### config.mk
export PLATFORM = sky130hd
export DESIGN_NAME = gpio_edge_ctrl
export DESIGN_NICKNAME = d
export VERILOG_FILES = /design/src/rtl/gpio_edge_pkg.sv /design/src/rtl/gpio_in_sync.sv /design/src/rtl/gpio_set_clr_reg.sv /design/src/rtl/gpio_cause_latch.sv /design/src/rtl/gpio_edge_ctrl.sv
export SDC_FILE = /design/constraint.sdc
export NUM_CORES = 1
export LEC_CHECK = 0
export BUFFER_PORTS_ARGS = -buffer_cell sky130_fd_sc_hd__buf_4
export CORE_MARGIN = 2
export CORE_UTILIZATION = 45
export DETAILED_ROUTE_END_ITERATION = 12
export PLACE_DENSITY = 0.61
export RECOVER_POWER = 100
export SETUP_SLACK_MARGIN = 0.5
export SYNTH_ARGS = -nofsm -noshare
export SYNTH_HDL_FRONTEND = slang
export SYNTH_HIERARCHICAL = 1
export SYNTH_SLANG_ARGS = --single-unit
### constraint.sdc
create_clock -name clk -period 1.9 [get_ports clk]
set_input_delay 0.19 -clock clk [delete_from_list [all_inputs] [get_ports clk]]
set_output_delay 0.19 -clock clk [all_outputs]
set_load 0.01 [all_outputs]
### src/rtl/gpio_edge_pkg.sv
package gpio_edge_pkg;
    typedef enum logic [1:0] {
        RGN_MAIN  = 2'd0,
        RGN_CAUSE = 2'd1,
        RGN_SET   = 2'd2,
        RGN_CLR   = 2'd3
    } region_e;

    localparam int AW = 3;

    // word indices (byte offset / 4)
    localparam logic [AW-1:0] W_RISE  = 3'd0;
    localparam logic [AW-1:0] W_FALL  = 3'd1;
    localparam logic [AW-1:0] W_LEVEL = 3'd2;
    localparam logic [AW-1:0] W_PEND  = 3'd0;
    localparam logic [AW-1:0] W_EVEN  = 3'd5;
    localparam logic [AW-1:0] W_ACK   = 3'd6;
    localparam logic [AW-1:0] W_OE    = 3'd0;
    localparam logic [AW-1:0] W_DATA  = 3'd1;
endpackage

### src/rtl/gpio_in_sync.sv
module gpio_in_sync #(
    parameter int W      = 32,
    parameter int STAGES = 2
) (
    input  logic         clk,
    input  logic         rst_n,
    input  logic [W-1:0] din,
    output logic [W-1:0] level,
    output logic [W-1:0] rise,
    output logic [W-1:0] fall
);
    logic [W-1:0] chain [STAGES];
    logic [W-1:0] prev_q;

    always_ff @(posedge clk) begin
        if (!rst_n) begin
            for (int i = 0; i < STAGES; i++) chain[i] <= '0;
            prev_q <= '0;
        end else begin
            chain[0] <= din;
            for (int i = 1; i < STAGES; i++) chain[i] <= chain[i-1];
            prev_q <= chain[STAGES-1];
        end
    end

    assign level = chain[STAGES-1];
    assign rise  = level & ~prev_q;
    assign fall  = ~level & prev_q;
endmodule

### src/rtl/gpio_set_clr_reg.sv
module gpio_set_clr_reg #(
    parameter int           W    = 32,
    parameter logic [W-1:0] MASK = '1
) (
    input  logic         clk,
    input  logic         rst_n,
    input  logic         set_wr,
    input  logic         clr_wr,
    input  logic [W-1:0] bits,
    output logic [W-1:0] q
);
    always_ff @(posedge clk) begin
        if (!rst_n)      q <= '0;
        else if (set_wr) q <= (q | bits) & MASK;
        else if (clr_wr) q <= q & ~bits;
    end
endmodule

### src/rtl/gpio_cause_latch.sv
module gpio_cause_latch #(
    parameter int W = 32
) (
    input  logic         clk,
    input  logic         rst_n,
    input  logic [W-1:0] rise,
    input  logic [W-1:0] fall,
    input  logic [W-1:0] rise_en,
    input  logic [W-1:0] fall_en,
    input  logic         ack_wr,
    input  logic [W-1:0] ack_bits,
    output logic [W-1:0] cause_q
);
    logic [W-1:0] hit;
    logic [W-1:0] ack;

    assign hit = (rise & rise_en) | (fall & fall_en);
    assign ack = ack_wr ? ack_bits : '0;

    // a fresh edge outranks a same-cycle acknowledge
    always_ff @(posedge clk) begin
        if (!rst_n) cause_q <= '0;
        else        cause_q <= (cause_q & ~ack) | hit;
    end
endmodule

### src/rtl/gpio_edge_ctrl.sv
module gpio_edge_ctrl
    import gpio_edge_pkg::*;
#(
    parameter int NPINS = 32,
    parameter int DW    = 32
) (
    input  logic          clk,
    input  logic          rst_n,
    input  logic [1:0]    bus_sel,
    input  logic [2:0]    bus_addr,
    input  logic          bus_we,
    input  logic [31:0]   bus_wdata,
    output logic [31:0]   bus_rdata,
    input  logic [31:0]   pin_in,
    output logic [31:0]   pin_oe,
    output logic [31:0]   pin_out,
    output logic          irq
);
    localparam logic [DW-1:0] PIN_MASK = DW'((64'd1 << NPINS) - 64'd1);

    region_e      rgn;
    logic [DW-1:0] wbits;
    logic [DW-1:0] level, rise, fall;
    logic [DW-1:0] rise_en_q, fall_en_q, ev_en_q, cause_q;
    logic [DW-1:0] oe_q, data_q;

    assign rgn   = region_e'(bus_sel);
    assign wbits = bus_wdata & PIN_MASK;

    gpio_in_sync #(.W(DW), .STAGES(2)) u_sync (
        .clk(clk), .rst_n(rst_n), .din(pin_in & PIN_MASK),
        .level(level), .rise(rise), .fall(fall)
    );

    gpio_set_clr_reg #(.W(DW), .MASK(PIN_MASK)) u_oe (
        .clk(clk), .rst_n(rst_n),
        .set_wr(bus_we && rgn == RGN_SET && bus_addr == W_OE),
        .clr_wr(bus_we && rgn == RGN_CLR && bus_addr == W_OE),
        .bits(wbits), .q(oe_q)
    );

    gpio_set_clr_reg #(.W(DW), .MASK(PIN_MASK)) u_data (
        .clk(clk), .rst_n(rst_n),
        .set_wr(bus_we && rgn == RGN_SET && bus_addr == W_DATA),
        .clr_wr(bus_we && rgn == RGN_CLR && bus_addr == W_DATA),
        .bits(wbits), .q(data_q)
    );

    gpio_cause_latch #(.W(DW)) u_cause (
        .clk(clk), .rst_n(rst_n), .rise(rise), .fall(fall),
        .rise_en(rise_en_q), .fall_en(fall_en_q),
        .ack_wr(bus_we && rgn == RGN_CAUSE && bus_addr == W_ACK),
        .ack_bits(wbits), .cause_q(cause_q)
    );

    always_ff @(posedge clk) begin
        if (!rst_n) begin
            rise_en_q <= '0;
            fall_en_q <= '0;
            ev_en_q   <= '0;
        end else if (bus_we) begin
            if (rgn == RGN_MAIN && bus_addr == W_RISE)  rise_en_q <= wbits;
            if (rgn == RGN_MAIN && bus_addr == W_FALL)  fall_en_q <= wbits;
            if (rgn == RGN_CAUSE && bus_addr == W_EVEN) ev_en_q   <= wbits;
        end
    end

    always_comb begin
        bus_rdata = '0;
        unique case (rgn)
            RGN_MAIN: begin
                if (bus_addr == W_RISE)       bus_rdata = rise_en_q;
                else if (bus_addr == W_FALL)  bus_rdata = fall_en_q;
                else if (bus_addr == W_LEVEL) bus_rdata = level;
            end
            RGN_CAUSE: begin
                if (bus_addr == W_PEND)      bus_rdata = cause_q & ev_en_q;
                else if (bus_addr == W_EVEN) bus_rdata = ev_en_q;
            end
            RGN_SET, RGN_CLR: begin
                if (bus_addr == W_OE)        bus_rdata = oe_q;
                else if (bus_addr == W_DATA) bus_rdata = data_q;
            end
        endcase
    end

    assign pin_oe  = oe_q;
    assign pin_out = data_q;
    assign irq     = |(cause_q & ev_en_q);
endmodule

==> flow_summary.ini <==
[status]
status = finished with violations
violations = capacitance limit, slew limit, setup timing

[route]
vias = 12378
drc = 0
wirelength_um = 47000
via_per_inst = 5.96
drt_iter0_markers = 1266
routedWlPerCell_um = 22.6
ant_nets = 0
dr.pass1.iters = 5

[sta]
hold_violations = 0
worst_pin_slew_ns = 1.67
max_clock_freq_ghz = 0.478
rsz0062_at_grt = yes
period_needed_ns = 2.09
setup_viol = 1
final_max_slew_viol_count = 79
finalCritPeriodShare_pct = 110
clock_skew_ns = 0.0205
setup_tns_ns = -0.192
relSlewSlack_pct = -11.5
setup_slack_ns = -0.192

[grt]
antenna_found_initial = 0
grt_max_degree = 80
grt.overflow.total = 0
grt_pass1_vias = 11513
grt_pass1_wl_um = 70300
grt_util_all_layers_pct = 28.9

[logic_synthesis]
ys.warnings.count = 6
syn_nets = 1565
netlist-cell-type-count = 46
syn_inst = 1493
synth_area_mm2 = 0.0136
synth_edf_count = 0
async_flop_share_pct = 0
synth_ff_type = dfxtp_1
post_synth.cell_area_avg_um2 = 9.10
seq_area_frac_synth_pct = 42.4
synth-seq-cells = 288

[power_and_ir_drop]
ir_worst_vdd_uv = 515
p_per_area_mw_per_mm2 = 808
leakagePower_nw = 6.58

[floorplan]
dieArea_mm2 = 0.0316
coreArea_mm2 = 0.0297
chipHeight_um = 178
rows = 63
die_x_um = 178
start_util_pct = 45.7
io_pins = 169

[setup_path]
cp_slowest_cell = or4_4
path_class = reg -> out
start_kind = flop
cp_max_fo = 3
worst_ep_required_time_ns = 1.71
max_stage_delay_ns = 0.58
worstPathCellList = a22oi_2 -> nand4_1 -> or4_4 -> buf_6
crit_arrival_ns = 1.90
setup.worst_path.end_class = output pin

[clocking]
cts_tree = done
clk_pin_slew_ns = 0.06
clk_latency_ns = 0.52
cts-buffers-inserted = 34
cts_buffer_depth = 3
cts-root-buf = clkbuf_16
cts_htree_levels = 2
cts_num_sinks = 288

[layout]
stdcell_count = 2076
fin_nets = 1734
antenna_cells = 0
area_growth_syn_to_layout_pct = 28.7
drive_gt1_share_pct = 23.1
fill_cells = 2637

[hold_path]
worstHoldPathType = in -> reg

[place]
globalplace.congestion = 0.876
hpwl_um = 29700
portBuffers = 168
dpl.cell_count = 1937

[run]
maxCapViolCount = 1
-- cell families (layout without fill, tap and decap cells) --
family                 count (synthesis)  after routing  synth area share, %
DFF                                  288            288                 42.4
muxes                                 33             33                 2.73
and+or+nand+nor                      507            507                 21.6
buffers and inverters                170            363                 7.35
AOI/OAI and AO/OA                    495            495                 25.9
-- synth_stat cells (3+ instances only) --
| master | n | area share [%] |
|---|---|---|
| o21a_1 | 32 | 1.8 |
| buf_6 | 23 | 1.9 |
| buf_2 | 47 | 1.7 |
| and2_1 | 96 | 4.4 |
| clkbuf_1 | 56 | 1.5 |
| nand4_1 | 4 | 0.18 |
| nand2_1 | 96 | 2.7 |
| nand3_1 | 96 | 3.5 |
| nor2b_1 | 66 | 3.0 |
| and3_1 | 64 | 2.9 |
| buf_4 | 33 | 1.8 |
| a21boi_1 | 94 | 5.2 |
| o21ai_0 | 91 | 3.4 |
| nand2b_1 | 34 | 1.6 |
| a21boi_0 | 34 | 1.9 |
| nor4b_1 | 31 | 2.0 |
| buf_1 | 5 | 0.14 |
| a22o_1 | 32 | 2.1 |
| nor3_1 | 3 | 0.11 |
| a31o_1 | 62 | 4.0 |
| dfxtp_1 | 288 | 42 |
| clkbuf_2 | 4 | 0.15 |
| o211ai_1 | 62 | 3.4 |
| mux2_2 | 32 | 2.7 |
| o21ai_1 | 36 | 1.3 |
| a22oi_1 | 47 | 2.6 |
-- power breakdown --
part	switching, W	internal (W)	total, W	leakage, nW
clock	0.00263	0.00403	0.00666	0.566
combinational	0.000775	0.000503	0.00128	3.65
sequential	0.0000687	0.00613	0.00619	2.37
total	0.00347	0.0107	0.0141	6.58
-- layout by cell type (no fill, tap or decap), types with 47 or more instances in the layout --
| master | count |
|---|---|
| a31o_1 | 62 |
| and3_1 | 64 |
| dfxtp_1 | 238 |
| o21ai_0 | 86 |
| clkbuf_1 | 85 |
| nor2b_1 | 64 |
| nand2_1 | 83 |
| buf_4 | 123 |
| a21boi_1 | 47 |
| o211ai_1 | 62 |
| and2_1 | 91 |
| nand3_1 | 96 |
| a21boi_0 | 81 |
| dlygate4sd3_1 | 60 |
-- layout make-up --
| type | count | area [um^2] | share of cell area [%] |
|---|---|---|---|
| Multi-Input combinational cell | 1035 | 7580 | 43.3 |
| Tap cell | 390 | 488 | 2.79 |
| Inverter | 2 | 7.51 | 0.0429 |
| Timing Repair Buffer | 301 | 2400 | 13.7 |
| Clock inverter | 12 | 158 | 0.901 |
| Clock buffer | 48 | 983 | 5.62 |
| Sequential cell | 288 | 5870 | 33.6 |
-- worst max-delay path: cells and delay by family (launching register included) --
family                 cells  cell delay [ns]
AO/OA/AOI/OAI              1             0.19
buffers and inverters      1             0.15
flip-flops                 1             0.36
AND/OR/NAND/NOR            2             0.69
-- path summary, 6_finish.rpt --
kind	cells after the start	endpoint	slack, ns	startpoint
hold / removal	3	rise_en_q[21]	0.02	bus_wdata[21]
setup reg to reg	4	u_cause/cause_q[3]	0.82	u_sync/chain[0][35]
hold reg to reg	1	u_sync/chain[0][51]	0.43	u_sync/chain[0][19]
setup / recovery	4	irq	-0.19	u_cause/cause_q[10]
-- per-layer routing --
metal	vias to the layer above	part of all wire (%)	track usage [%]	wire length, um
met5	-	0	0	0
li1	5717	-	-	-
met1	5959	45	41.6	21000
met3	107	8.9	5.81	4170
met4	0	3.2	11.2	1520
met2	595	43	42.2	20300
-- per-stage QoR --
stage | util (%) | setup WS (ns) | total power [W] | cell area (um^2) | hold slack (ns)
6_report | 58.9 | -0.192 | 0.0141 | 17500 | 0.0230
5_1_grt | 58.9 | -0.263 | 0.0146 | 17500 | 0.0253
4_1_cts | 59.1 | -0.178 | 0.0142 | 17600 | 0.00261
3_5_place_dp | 51.1 | 0.105 | 0.00743 | 15200 | 0.400
3_3_place_gp | 51.1 | 0.134 | 0.00742 | 15200 | 0.400
2_1_floorplan | - | 0.394 | 0.00696 | 13900 | 0.308
-- what timing repair did --
action	CTS	global route
gates resized for setup	141	49
gates cloned	1	2
endpoints found under the setup margin	33	33
pin swaps	56	57
setup buffers	10	6
hold buffers	60	0
hold endpoints to repair	99	0
No activity file was read; power rests on OpenSTA's default activity.
